### src/rtl/bscan_pkg.sv
package bscan_pkg;

    typedef enum logic [1:0] {
        PK_INPUT    = 2'd0,
        PK_OUTPUT   = 2'd1,
        PK_BIDIR    = 2'd2,
        PK_TRISTATE = 2'd3
    } pin_kind_e;

    typedef enum logic [1:0] {
        OP_HOLD,
        OP_CAPTURE,
        OP_SHIFT,
        OP_UPDATE
    } cell_op_e;

    function automatic bit kind_has_in(logic [1:0] k);
        return k != PK_OUTPUT;
    endfunction

    function automatic bit kind_has_out(logic [1:0] k);
        return k != PK_INPUT;
    endfunction

    function automatic bit kind_has_oe(logic [1:0] k);
        return k == PK_TRISTATE;
    endfunction

    function automatic int kind_signals(logic [1:0] k);
        return int'(kind_has_in(k)) + int'(kind_has_out(k)) + int'(kind_has_oe(k));
    endfunction

    function automatic int kind_cells(logic [1:0] k);
        return 1 + 2 * kind_signals(k);
    endfunction

    function automatic cell_op_e decode_op(logic cap, logic sh, logic upd);
        if (cap)      return OP_CAPTURE;
        else if (sh)  return OP_SHIFT;
        else if (upd) return OP_UPDATE;
        else          return OP_HOLD;
    endfunction

endpackage

### src/rtl/bscan_cell.sv
module bscan_cell
    import bscan_pkg::*;
(
    input  logic     tck,
    input  logic     trst_n,
    input  cell_op_e op,
    input  logic     scan_in,
    input  logic     cap_val,
    output logic     shift_q,
    output logic     upd_q
);

    always_ff @(posedge tck or negedge trst_n) begin
        if (!trst_n) begin
            shift_q <= 1'b0;
            upd_q   <= 1'b0;
        end else begin
            unique case (op)
                OP_HOLD:    ;
                OP_CAPTURE: shift_q <= cap_val;
                OP_SHIFT:   shift_q <= scan_in;
                OP_UPDATE:  upd_q   <= shift_q;
            endcase
        end
    end

endmodule

### src/rtl/bscan_pin.sv
module bscan_pin
    import bscan_pkg::*;
#(
    parameter logic [1:0] KIND = 2'd3
) (
    input  logic     tck,
    input  logic     trst_n,
    input  cell_op_e op,
    input  logic     scan_in,
    output logic     scan_out,
    input  logic     pad_in,
    input  logic     core_out,
    input  logic     core_oe_in,
    output logic     core_in,
    output logic     pad_out,
    output logic     pad_oe,
    output logic     scan_mode
);

    localparam bit HAS_I     = kind_has_in(KIND);
    localparam bit HAS_O     = kind_has_out(KIND);
    localparam bit HAS_OE    = kind_has_oe(KIND);
    localparam int NSIG      = kind_signals(KIND);
    localparam int LEN       = kind_cells(KIND);
    localparam int POS_I     = 0;
    localparam int POS_O     = HAS_I ? 1 : 0;
    localparam int POS_OE    = POS_O + 1;
    localparam int PAD_BASE  = 1;
    localparam int CORE_BASE = 1 + NSIG;

    logic [LEN-1:0] sh;
    logic [LEN-1:0] upd;

    for (genvar j = 0; j < LEN; j++) begin : g_cell
        logic cap_bit;
        logic si_bit;

        if (j == 0) begin : g_first
            assign si_bit = scan_in;
        end else begin : g_next
            assign si_bit = sh[j-1];
        end

        if (HAS_I && j == PAD_BASE + POS_I) begin : g_cap_pad_in
            assign cap_bit = pad_in;
        end else if (HAS_O && j == CORE_BASE + POS_O) begin : g_cap_core_out
            assign cap_bit = core_out;
        end else if (HAS_OE && j == CORE_BASE + POS_OE) begin : g_cap_core_oe
            assign cap_bit = core_oe_in;
        end else begin : g_cap_self
            assign cap_bit = upd[j];
        end

        bscan_cell u_cell (
            .tck     (tck),
            .trst_n  (trst_n),
            .op      (op),
            .scan_in (si_bit),
            .cap_val (cap_bit),
            .shift_q (sh[j]),
            .upd_q   (upd[j])
        );
    end

    assign scan_mode = upd[0];
    assign scan_out  = sh[LEN-1];

    if (HAS_I) begin : g_in
        assign core_in = scan_mode ? upd[CORE_BASE + POS_I] : pad_in;
    end else begin : g_no_in
        logic unused_pad_in;
        assign unused_pad_in = pad_in;
        assign core_in = 1'b0;
    end

    if (HAS_O) begin : g_out
        assign pad_out = scan_mode ? upd[PAD_BASE + POS_O] : core_out;
    end else begin : g_no_out
        logic unused_core_out;
        assign unused_core_out = core_out;
        assign pad_out = 1'b0;
    end

    if (HAS_OE) begin : g_oe
        assign pad_oe = scan_mode ? upd[PAD_BASE + POS_OE] : core_oe_in;
    end else begin : g_no_oe
        logic unused_core_oe;
        assign unused_core_oe = core_oe_in;
        assign pad_oe = HAS_O;
    end

endmodule

### src/rtl/bscan_chain.sv
module bscan_chain
    import bscan_pkg::*;
#(
    parameter int                    NUM_PINS  = 4,
    parameter logic [2*NUM_PINS-1:0] PIN_KINDS = 8'hE4
) (
    input  logic                tck,
    input  logic                trst_n,
    input  logic                tdi,
    input  logic                capture_en,
    input  logic                shift_en,
    input  logic                update_en,
    output logic                tdo,
    input  logic [NUM_PINS-1:0] pad_i,
    output logic [NUM_PINS-1:0] pad_o,
    output logic [NUM_PINS-1:0] pad_oe,
    output logic [NUM_PINS-1:0] core_i,
    input  logic [NUM_PINS-1:0] core_o,
    input  logic [NUM_PINS-1:0] core_oe
);

    cell_op_e            op;
    logic [NUM_PINS:0]   link;
    logic [NUM_PINS-1:0] pin_scan;

    always_comb begin
        op = decode_op(capture_en, shift_en, update_en);
    end

    assign link[0] = tdi;
    assign tdo     = link[NUM_PINS];

    for (genvar p = 0; p < NUM_PINS; p++) begin : g_pin
        bscan_pin #(
            .KIND (PIN_KINDS[2*p +: 2])
        ) u_pin (
            .tck        (tck),
            .trst_n     (trst_n),
            .op         (op),
            .scan_in    (link[p]),
            .scan_out   (link[p+1]),
            .pad_in     (pad_i[p]),
            .core_out   (core_o[p]),
            .core_oe_in (core_oe[p]),
            .core_in    (core_i[p]),
            .pad_out    (pad_o[p]),
            .pad_oe     (pad_oe[p]),
            .scan_mode  (pin_scan[p])
        );
    end

endmodule

### config.mk
export PLATFORM = sky130hd
export DESIGN_NAME = bscan_chain
export DESIGN_NICKNAME = d
export VERILOG_FILES = /design/src/rtl/bscan_pkg.sv /design/src/rtl/bscan_cell.sv /design/src/rtl/bscan_pin.sv /design/src/rtl/bscan_chain.sv
export SDC_FILE = /design/constraint.sdc
export NUM_CORES = 1
export LEC_CHECK = 0
export BUFFER_PORTS_ARGS = -buffer_cell sky130_fd_sc_hd__buf_2
export CAP_MARGIN = 20
export CORE_AREA = 2 2 65 73
export DETAILED_ROUTE_END_ITERATION = 10
export DIE_AREA = 0 0 67 75
export GPL_ROUTABILITY_DRIVEN = 0
export MAX_ROUTING_LAYER = met4
export PLACE_DENSITY_LB_ADDON = 0.2
export SETUP_SLACK_MARGIN = 0.4
export SLEW_MARGIN = 15
export SYNTH_ARGS = -nofsm -noshare
export SYNTH_HDL_FRONTEND = slang
export SYNTH_HIERARCHICAL = 1
export SYNTH_SLANG_ARGS = --single-unit
### constraint.sdc
create_clock -name tck -period 0.9 [get_ports tck]
set_clock_uncertainty 0.15 [all_clocks]
set_input_delay 0.045 -clock tck [delete_from_list [all_inputs] [get_ports tck]]
set_output_delay 0.045 -clock tck [all_outputs]
set_load 0.05 [all_outputs]
==> implementation parameters, run 1 <==
Parameter                              Value

Floorplan
  FP Rows ... 25
  Area enclosed by the die boundary ... 5030 um2
  Die height ... 75 um
  DIE WIDTH ... 67 um
  Core area ... 4250 um2
  Starting Density ... 42.7%
  Count of pins on the block boundary ... 31

Routing
  Violation count after the first detailed-route iteration ... 89
  Number of search-and-repair iterations in the first detailed-routing pass ... 4
  Detailed Route WL ... 4.37 mm
  Total number of vias ... 1,307
  Total DRC errors in the routed layout ... 0
  Detailed-route wire length per cell ... 16.9 um
  Detailed-route vias per instance ... 5.05
  Remaining number of nets flagged by the antenna check after routing ... 0

Power and ir drop
  Sequential cell fraction of total power ... 36.8%
  Share of total power in the clock network ... 18.3%
  Internal Dissipation ... 3920 uW
  Largest vdd supply drop ... 1.29 mV
  Combinational fraction of design power ... 44.9%
  Ratio of total power to cell area ... 2110 nW/um2
  Switch Pwr ... 2260 uW
  Leakage dissipation ... 0.00130 uW
  Switching share of total power ... 36.5%

Placed design
  Total instance count after detailed placement ... 237
  Number of buffers added on ports ... 20
  Total cell area at the placement stage ... 2070 um2
  Half-perimeter wire length of the detailed placement result ... 2.25 mm

STA
  FMAX ... 0.717 GHz
  Post-route setup slack ... -0.494 ns
  Fin crit period ... 1.39 ns
  Number of max-slew violations in the final report ... 0
  RSZ-0062 raised after global routing ... true
  Final number of setup-violating endpoints ... 37
  Period utilization ... 155%
  Hold violation total from the final report ... 37
  Worst hold slack after final layout ... -0.447 ns

Clock tree
  Clock tree from TritonCTS ... done
  Clock tree root buffer cell ... clkbuf_8
  Clock latency of the later-clocked register in the worst-skew pair ... 0.29 ns
  Number of clock buffers inserted by TritonCTS ... 5
  Largest buffer count on any clock path ... 2
  H-tree depth reported by CTS ... 2
  Clock net sink count ... 29
  Worst-path clk slew ... 0.06 ns

GRT
  Number of antenna violations at the first check in global routing ... 0
  Gr ovfl total ... 0
  Overall track demand over capacity in global routing ... 20.9%
  Number of global-route vias before repair ... 1,472
  Pin count of the biggest net entering global routing ... 30
  Global-route wire length before repair ... 7.32 mm

Worst setup path
  Capture instance of the worst register-to-register path ... g_pin[2].u_pin/g_cell[0].u_cell/upd_q
  Critical Path End Type ... output port
  Kind of launch point of the worst setup path ... flip-flop
  Flop-to-flop setup slack ... -0.29 ns
  Crit path required time ... 0.70 ns
  Maximum fanout along the worst path ... 4
  Depth of the worst register-to-register path ... 3
  Startpoint of the worst-slack reg-to-reg timing path ... g_pin[2].u_pin/g_cell[0].u_cell/upd_q
  Critical path class ... reg -> out
  CP Data Arrival Time ... 1.20 ns

Cells and area
  Post-synthesis to final-layout area growth ... 61.1%
  Most frequent cells in the layout ... dfrtp_1 (26), ha_4 (24), mux2_4 (18)
  # diodes ... 0
  Post-layout instance count excluding filler cells ... 259
  Area of all placed cells without fillers ... 2930 um2
  Fraction of layout cells with a size suffix above 1 ... 55.6%
  Final net count ... 251
  Commonest non-fill, non-tap cell in the layout ... dfrtp_1

Worst hold path
  Hold Crit Class ... in -> async

Outcome
  Outcome ... complete, but fails checks
  Violations in the final reports ... negative hold slack, negative setup slack

Yosys
  Synthesized cell area ... 1820 um2
  Average cell area after synthesis ... 11.3 um2
  Yosys warning total ... 6
  Synthesized instance count ... 161

Flow run
  # Max-Cap Violations ... 0
==> final cells by class <==
| cell class | instances | area [um2] |
|---|---|---|
| inverter | 19 | 164 |
| fill | 302 | 1330 |
| sequential | 29 | 729 |
| clock buffer | 8 | 90.1 |
| timing repair buffer | 40 | 527 |
| multi-input combinational | 109 | 1350 |
| tap | 54 | 67.6 |
==> power by group through the flow <==
stage,Combinational (uW),Sequential [uW],Clock (uW)
floorplan,1540,2140,0
global placement,1910,2210,0
detailed placement,1990,2240,0
CTS,2590,2230,1150
global route,2980,2330,1220
finish,2770,2270,1130
==> state kept, by name (all words and copies together) (netlist names) <==
signal	cells
g_pin.u_pin/g_cell.u_cell/shift_q	18
g_pin.u_pin/g_cell.u_cell/upd_q	11
==> worst max path at each step <==
stage                                          startpoint                                     to  slack (ns)  cells after the start
floorplan                                       update_en  g_pin[0].u_pin/g_cell[0].u_cell/upd_q       -0.39                      4
global placement                                 shift_en  g_pin[3].u_pin/g_cell[4].u_cell/upd_q       -0.46                      6
detailed placement                               shift_en  g_pin[1].u_pin/g_cell[0].u_cell/upd_q       -0.50                      6
CTS                 g_pin[3].u_pin/g_cell[0].u_cell/upd_q                               pad_o[3]       -0.50                      2
global route        g_pin[3].u_pin/g_cell[0].u_cell/upd_q                              pad_oe[3]       -0.53                      2
finish              g_pin[3].u_pin/g_cell[0].u_cell/upd_q                               pad_o[3]       -0.49                      2
==> stage by stage <==
step	power (uW)	setup TNS [ns]	worst slack [ns]	util (%)
detailed placement	4230	-15.00	-0.499	48.7
finish	6180	-8.68	-0.494	68.8
global placement	4120	-13.83	-0.455	48.7
floorplan	3680	-10.68	-0.385	-
global route	6530	-9.78	-0.531	68.8
CTS	5960	-7.88	-0.502	65.9
==> routing by layer <==
metal | GRT usage, % | up-vias | wire length (um)
met5 | - | - | 0
met4 | 7.94 | 0 | 89
met3 | 4.93 | 9 | 158
met2 | 37.5 | 29 | 2370
met1 | 22.1 | 646 | 1750
li1 | - | 623 | -
==> critical path: stages (launching register included) <==
cell	delay (ns)
dfrtp_2	0.45
mux2_4	0.31
buf_6	0.15
==> repair_timing <==
action,CTS,global route
setup buffers,6,2
cloned,6,0
endpoints found under the hold margin,37,36
gates resized for setup,104,32
pin swaps,25,17
endpoints found under the setup margin,37,37
Note: power is estimated with default switching activity, not from simulation.
==> run 2: changes to the inputs <==
--- a/config.mk
+++ b/config.mk
@@ -5,11 +5,11 @@
 export SDC_FILE = /design/constraint.sdc
 export NUM_CORES = 1
 export LEC_CHECK = 0
+export ABC_AREA = 1
 export BUFFER_PORTS_ARGS = -buffer_cell sky130_fd_sc_hd__buf_2
-export CAP_MARGIN = 20
-export CORE_AREA = 2 2 65 73
+export CORE_AREA = 2 2 68 77
 export DETAILED_ROUTE_END_ITERATION = 10
-export DIE_AREA = 0 0 67 75
+export DIE_AREA = 0 0 70 79
 export GPL_ROUTABILITY_DRIVEN = 0
 export MAX_ROUTING_LAYER = met4
 export PLACE_DENSITY_LB_ADDON = 0.2
==> run 2 against run 1 <==
Against the previous run:
- highest routed layer unchanged
- clock power about the same
- total power decreased by 3.4%
- largest power group unchanged
- global-route usage is 1.1 points higher
- sequential cell count stayed put
- register-to-register slack worse by 0.05 ns
- worst hold slack got worse by 0.0051 ns
- die area grew 10%
- synthesized cell count grew 93%
- the flow still finishes with violations (negative hold slack, negative setup slack)
- critical path type unchanged
==> implementation parameters, run 2 <==
Parameter                              Value

Outcome
  Violations in the final reports ... negative hold slack, negative setup slack
  Outcome ... complete, but fails checks

Clock tree
  Number of clock buffers inserted by TritonCTS ... 5 (unchanged)
  Clock tree from TritonCTS ... done
  Worst-path clk slew ... 0.06 ns (about the same)
  H-tree depth reported by CTS ... 2 (unchanged)
  Clock net sink count ... 29 (unchanged)
  Largest buffer count on any clock path ... 2 (unchanged)
  Clock latency of the later-clocked register in the worst-skew pair ... 0.29 ns (about the same)
  Clock tree root buffer cell ... clkbuf_8

Floorplan
  DIE WIDTH ... 70 um (+4.5%)
  FP Rows ... 27 (+8.0%)
  Starting Density ... 43.6% (+0.93 points)
  Core area ... 4800 um2 (+13%)
  Die height ... 79 um (+5.3%)
  Count of pins on the block boundary ... 31 (unchanged)
  Area enclosed by the die boundary ... 5530 um2 (+10%)

Routing
  Detailed-route vias per instance ... 4.56 (-9.6%)
  Remaining number of nets flagged by the antenna check after routing ... 0 (unchanged)
  Total number of vias ... 1,944 (+49%)
  Number of search-and-repair iterations in the first detailed-routing pass ... 4 (unchanged)
  Violation count after the first detailed-route iteration ... 54 (-39%)
  Detailed-route wire length per cell ... 13.1 um (-22%)
  Detailed Route WL ... 5.58 mm (+28%)
  Total DRC errors in the routed layout ... 0 (unchanged)

Placed design
  Half-perimeter wire length of the detailed placement result ... 2.58 mm (+15%)
  Worst slack at placement ... -0.681 ns (-0.182 ns)
  Number of buffers added on ports ... 20 (unchanged)

STA
  Final number of setup-violating endpoints ... 30 (-19%)
  Worst hold slack after final layout ... -0.452 ns (-0.00511 ns)
  Number of max-slew violations in the final report ... 0 (unchanged)
  Period utilization ... 141% (-14 points)
  RSZ-0062 raised after global routing ... true
  Post-route setup slack ... -0.366 ns (+0.128 ns)
  FMAX ... 0.790 GHz (+10%)
  Hold violation total from the final report ... 35 (-5.4%)
  Fin crit period ... 1.27 ns (-0.128 ns)

Worst setup path
  CP Data Arrival Time ... 1.07 ns (-0.13 ns)
  Critical Path End Type ... output port
  Depth of the worst register-to-register path ... 7 (+4)
  Kind of launch point of the worst setup path ... flip-flop
  Slowest library cell on the worst path ... dfrtp_2
  Crit path required time ... 0.70 ns (about the same)
  Series of cell instances along the critical path ... inv_4, nand2_2, nand2_4, buf_8
  Maximum cell stage delay along the critical path ... 0.44 ns (about the same)
  Critical path class ... reg -> out
  Maximum fanout along the worst path ... 5 (+1)

Yosys
  Yosys warning total ... 6 (unchanged)
  Synthesized instance count ... 311 (+93%)
  Synthesized cell area ... 2090 um2 (+15%)
  Average cell area after synthesis ... 6.73 um2 (-40%)

GRT
  Global-route wire length before repair ... 9.10 mm (+24%)
  Gr ovfl total ... 0 (unchanged)
  Number of global-route vias before repair ... 1,990 (+35%)
  Pin count of the biggest net entering global routing ... 30 (unchanged)
  Overall track demand over capacity in global routing ... 22.0% (+1.1 points)
  Number of antenna violations at the first check in global routing ... 0 (unchanged)

Cells and area
  Leading registers by flop count ... g_pin.u_pin/g_cell.u_cell/shift_q: 18 flops, g_pin.u_pin/g_cell.u_cell/upd_q: 11 flops
  Number of flip-flops under the largest register name ... 18 (unchanged)
  Fraction of layout cells with a size suffix above 1 ... 50.3% (-5.3 points)
  Register with the most flip-flops ... g_pin.u_pin/g_cell.u_cell/shift_q
  # diodes ... 0 (unchanged)
  Final net count ... 415 (+65%)
  Number of filler cells placed in the layout ... 349 (+16%)
  Most frequent cells in the layout ... nand2_1 (78), inv_1 (59), inv_2 (34), dfrtp_1 (27), ha_4 (22)
  Post-synthesis to final-layout area growth ... 63.8%
  Commonest non-fill, non-tap cell in the layout ... nand2_1

Power and ir drop
  Combinational fraction of design power ... 48.1% (+3.2 points)
  Largest vdd supply drop ... 0.931 mV (-28%)
  Switch Pwr ... 2410 uW (+6.7%)
  Switching share of total power ... 40.3% (+3.8 points)
  Share of total power in the clock network ... 18.6% (+0.3 points)
  Internal Dissipation ... 3570 uW (-9.1%)
  Sequential cell fraction of total power ... 33.3% (-3.5 points)
  Ratio of total power to cell area ... 1740 nW/um2 (-18%)
  Sum of internal, switching and leakage power ... 5970 uW (-3.4%)
  Leakage dissipation ... 0.00178 uW (+37%)

Worst hold path
  Hold Crit Class ... in -> async

Flow run
  # Max-Cap Violations ... 0 (unchanged)
==> run 2: timing repair <==
| action | 4_1_cts | 5_1_grt |
|---|---|---|
| gates cloned | 5 | 0 |
| setup endpoints to repair | 37 | 37 |
| setup buffers | 19 | 3 |
| hold endpoints to repair | 37 | 33 |
| pin swaps | 73 | 43 |
| gates resized for setup | 151 | 42 |
==> run 2: routing by layer <==
metal  global-route usage, %  routed length (um)
met1                    22.8                2140
met2                    40.7                3140
met3                    4.44                 174
met4                    8.85                 128
met5                       -                   0
==> run 2: final timing paths <==
kind / from / end / slack [ns]
hold / removal: trst_n / g_pin[3].u_pin/g_cell[1].u_cell/shift_q / -0.45
setup reg to reg: g_pin[3].u_pin/g_cell[0].u_cell/upd_q / g_pin[3].u_pin/g_cell[0].u_cell/shift_q / -0.34
min in group tck: tdi / g_pin[0].u_pin/g_cell[0].u_cell/shift_q / -0.07
setup / recovery: g_pin[3].u_pin/g_cell[0].u_cell/upd_q / pad_oe[3] / -0.37
max in group asynchronous: trst_n / g_pin[2].u_pin/g_cell[0].u_cell/upd_q / 0.86
hold reg to reg: g_pin[1].u_pin/g_cell[2].u_cell/shift_q / g_pin[1].u_pin/g_cell[2].u_cell/shift_q / 0.33
==> run 2: final cells by class <==
cell class / instances / area [um2] / share of cell area, %
sequential: 29 / 728 / 21.2
clock buffer: 7 / 86.3 / 2.52
inverter: 107 / 438 / 12.8
timing repair buffer: 50 / 572 / 16.7
tap: 58 / 72.6 / 2.12
multi-input combinational: 175 / 1530 / 44.7
==> run 2: worst max-delay path, delay by kind of cell (launching register included) <==
kind / cells / cell delay, ns
buf+inv: 2 / 0.22
flops: 1 / 0.44
simple gates: 2 / 0.11
==> run 2: stage by stage <==
step / std cells / hold WS (ns) / utilization, % / TNS (ns) / cell area (um2)
after floorplan: 312 / -0.401 / - / -6.84 / 2190
after global placement: 392 / -0.138 / 49.9 / -18.47 / 2390
after detailed placement: 392 / -0.137 / 49.9 / -19.16 / 2390
after CTS: 423 / -0.448 / 68.8 / -4.57 / 3300
after global routing: 426 / -0.436 / 71.5 / -6.56 / 3430
final: 426 / -0.452 / 71.5 / -5.28 / 3430
==> run 2: power groups by stage <==
stage / combinational (uW) / sequential [uW] / clock (uW)
after floorplan: 1340 / 1930 / 0
after global placement: 1720 / 1970 / 0
after detailed placement: 1750 / 1980 / 0
after CTS: 2620 / 1960 / 1150
after global routing: 3140 / 2040 / 1190
final: 2870 / 1990 / 1110
==> run 3: changes to the inputs <==
--- a/config.mk
+++ b/config.mk
@@ -7,9 +7,9 @@
 export LEC_CHECK = 0
 export ABC_AREA = 1
 export BUFFER_PORTS_ARGS = -buffer_cell sky130_fd_sc_hd__buf_2
-export CORE_AREA = 2 2 68 77
+export CORE_AREA = 2 2 66 75
 export DETAILED_ROUTE_END_ITERATION = 10
-export DIE_AREA = 0 0 70 79
+export DIE_AREA = 0 0 68 77
 export GPL_ROUTABILITY_DRIVEN = 0
 export MAX_ROUTING_LAYER = met4
 export PLACE_DENSITY_LB_ADDON = 0.2
==> constraint.sdc (replaced) <==
create_clock -name tck -period 1.3 [get_ports tck]
set_clock_uncertainty 0.15 [all_clocks]
set_input_delay 0.065 -clock tck [delete_from_list [all_inputs] [get_ports tck]]
set_output_delay 0.065 -clock tck [all_outputs]
set_load 0.05 [all_outputs]
==> run 3 against run 2 <==
Against the previous run:
- the flow still finishes with violations (negative hold slack, negative setup slack)
- sequential cell count is the same
- total power fell by 30%
- cell count grew 0.70%
- non-clock buffer count increased by 4
- cell area increased by 3.4%
- first-iteration DRC count up 43%
- critical path depth stayed put
- largest cell class unchanged
- highest routed layer unchanged
==> implementation parameters, run 3 (synthesized netlist as in run 2, its figures left out) <==
Parameter                              Value

Outcome
  Violations in the final reports ... negative hold slack, negative setup slack
  Outcome ... complete, but fails checks

Cells and area
  Fraction of layout cells with a size suffix above 1 ... 53.1% (+2.8 points)
  # diodes ... 0 (unchanged)
  Area occupied by multi-input gates ... 1580 um2 (+2.9%)
  Commonest non-fill, non-tap cell in the layout ... nand2_1
  Number of filler cells placed in the layout ... 262 (-25%)
  Post-synthesis to final-layout area growth ... 69.3%
  Register with the most flip-flops ... g_pin.u_pin/g_cell.u_cell/shift_q
  Most frequent cells in the layout ... nand2_1 (73), inv_1 (55), inv_2 (34), dfrtp_1 (27), ha_4 (25)
  Leading registers by flop count ... g_pin.u_pin/g_cell.u_cell/shift_q: 18 flops, g_pin.u_pin/g_cell.u_cell/upd_q: 11 flops
  Number of flip-flops under the largest register name ... 18 (unchanged)
  Post-layout instance count excluding filler cells ... 429 (+0.70%)
  Final net count ... 419 (+0.96%)
  Area used by sequential logic in the layout ... 728 um2 (unchanged)

GRT
  Gr ovfl total ... 0 (unchanged)
  Global-route track usage on met3 ... 4.40% (-0.043 points)
  Global-route track usage on met2 ... 45.0% (+4.4 points)
  GR peak layer ... met2
  Global-route wire length before repair ... 9.34 mm (+2.6%)
  Global routing usage on met1 ... 25.4% (+2.6 points)
  Pin count of the biggest net entering global routing ... 19 (-37%)
  Number of global-route vias before repair ... 2,111 (+6.1%)
  Overall track demand over capacity in global routing ... 24.4% (+2.4 points)
  Number of antenna violations at the first check in global routing ... 0 (unchanged)

Floorplan
  DIE WIDTH ... 68 um (-2.9%)
  Starting Density ... 46.6% (+3.0 points)
  Count of pins on the block boundary ... 31 (unchanged)
  FP Rows ... 26 (-3.7%)
  Die height ... 77 um (-2.5%)
  Area enclosed by the die boundary ... 5240 um2 (-5.3%)
  Core area ... 4490 um2 (-6.4%)

Clock tree
  Clock tree from TritonCTS ... done
  Clock latency of the later-clocked register in the worst-skew pair ... 0.29 ns (about the same)
  Number of clock buffers inserted by TritonCTS ... 5 (unchanged)
  H-tree depth reported by CTS ... 2 (unchanged)
  Hold buffers post-CTS ... 3
  Clock net sink count ... 29 (unchanged)
  Worst-path clk slew ... 0.07 ns (about the same)
  Largest buffer count on any clock path ... 2 (unchanged)
  Clock tree root buffer cell ... clkbuf_8

Power and ir drop
  Leakage dissipation ... 0.00180 uW (+1.2%)
  Largest vdd supply drop ... 0.895 mV (-3.8%)
  Ratio of total power to cell area ... 1170 nW/um2 (-33%)
  Sum of internal, switching and leakage power ... 4160 uW (-30%)

Worst setup path
  Crit path required time ... 1.09 ns (+0.39 ns)
  Critical path class ... reg -> out
  CP Data Arrival Time ... 1.11 ns (+0.04 ns)
  Maximum fanout along the worst path ... 4 (-1)
  CP bufs+invs ... 2 (unchanged)
  Series of cell instances along the critical path ... inv_2, nand2_2, nand2_4, buf_8
  Top delay family on crit path ... flip-flops
  Maximum cell stage delay along the critical path ... 0.44 ns (about the same)
  Critical Path End Type ... output port
  Flop-to-flop setup slack ... 0.17 ns (+0.51 ns)
  Kind of launch point of the worst setup path ... flip-flop
  Slowest library cell on the worst path ... dfrtp_1

STA
  Fin crit period ... 1.32 ns
  FMAX ... 0.755 GHz
  Post-route setup slack ... -0.0246 ns (+0.341 ns)
  RSZ-0062 raised after global routing ... true
  Worst hold slack after final layout ... -0.0405 ns (+0.412 ns)
  Hold violation total from the final report ... 6 (-83%)
  Final number of setup-violating endpoints ... 5 (-83%)
  Number of max-slew violations in the final report ... 0 (unchanged)
  Period utilization ... 102%
  Total negative slack ... -0.0584 ns (+5.22 ns)

Routing
  Total number of vias ... 2,068 (+6.4%)
  Detailed-route vias per instance ... 4.82 (+5.6%)
  Violation count after the first detailed-route iteration ... 77 (+43%)
  Remaining number of nets flagged by the antenna check after routing ... 0 (unchanged)
  Total DRC errors in the routed layout ... 0 (unchanged)
  Detailed-route wire length per cell ... 14.8 um (+13%)
  Number of search-and-repair iterations in the first detailed-routing pass ... 4 (unchanged)
  Detailed Route WL ... 6.36 mm (+14%)

Placed design
  Total instance count after detailed placement ... 388 (-1.0%)
  Number of buffers added on ports ... 20 (unchanged)
  Half-perimeter wire length of the detailed placement result ... 2.56 mm (-1.0%)

Flow run
  # Max-Cap Violations ... 0 (unchanged)

Worst hold path
  Hold Crit Class ... in -> reg
[run 3: cell count changes in the layout (fill, tap and decap cells not counted), moves of 3 or more]
cell and delta:
nand2_1 -5, nand2_2 +5, ha_1 -4, inv_1 -4
buf_4 -3, buf_6 +3, dlygate4sd3_1 +3, ha_4 +3
inv_4 +3, o21ai_1 +3
[run 3: path summary, 6_finish.rpt]
| check | depth (start not counted) | startpoint | end |
|---|---|---|---|
| worst min-delay path | 5 | core_o[3] | g_pin[3].u_pin/g_cell[5].u_cell/shift_q |
| worst min register to register | 2 | g_pin[2].u_pin/g_cell[4].u_cell/shift_q | g_pin[2].u_pin/g_cell[4].u_cell/shift_q |
| worst max-delay path | 4 | g_pin[2].u_pin/g_cell[0].u_cell/upd_q | core_i[2] |
| max in group asynchronous | 3 | trst_n | g_pin[1].u_pin/g_cell[0].u_cell/upd_q |
| min in group asynchronous | 2 | trst_n | g_pin[3].u_pin/g_cell[0].u_cell/shift_q |
| worst max register to register | 5 | g_pin[2].u_pin/g_cell[0].u_cell/upd_q | g_pin[2].u_pin/g_cell[0].u_cell/shift_q |
[run 3: layout make-up]
cell class,instances,share of cell area (%)
clock buffers,6,2.05
clock inverters,2,0.282
inverters,107,12.9
multi-input cells,175,44.5
flip-flops and latches,29,20.5
well taps,56,1.98
repair buffers,54,17.7
[run 3: power by group]
group          leakage (uW)  switching [uW]  internal (uW)  total, uW
combinational       0.00139            1140            863       2000
sequential         0.000358             252           1150       1400
clock             0.0000450             384            371        755
[run 3: routing by layer]
metal	vias to the layer above	share of wire, %
met5	-	0
met4	0	5.2
met3	36	4.3
met2	66	54
met1	976	37
li1	990	-
[run 3: per-stage QoR]
step | hold slack (ns) | setup slack, ns | utilization, % | instance area, um2
detailed placement | -0.171 | -0.327 | 52.7 | 2360
global placement | -0.171 | -0.272 | 52.7 | 2360
floorplan | -0.381 | 0.0975 | - | 2180
CTS | -0.0252 | -0.0130 | 72.1 | 3240
finish | -0.0405 | -0.0246 | 79.0 | 3540
global route | -0.0264 | -0.0579 | 79.0 | 3540
[run 3: worst reg2reg max path: cells and delay by family, from the launching register on]
family	cells	cell delay (ns)
buf+inv	2	0.21
simple gates	3	0.22
flops	1	0.44
[run 3: timing repair]
item,in CTS,in global routing
gates resized for setup,147,77
setup buffers,17,8
endpoints found under the hold margin,37,1
endpoints found under the setup margin,37,37
cloned,5,0
pin swaps,60,46
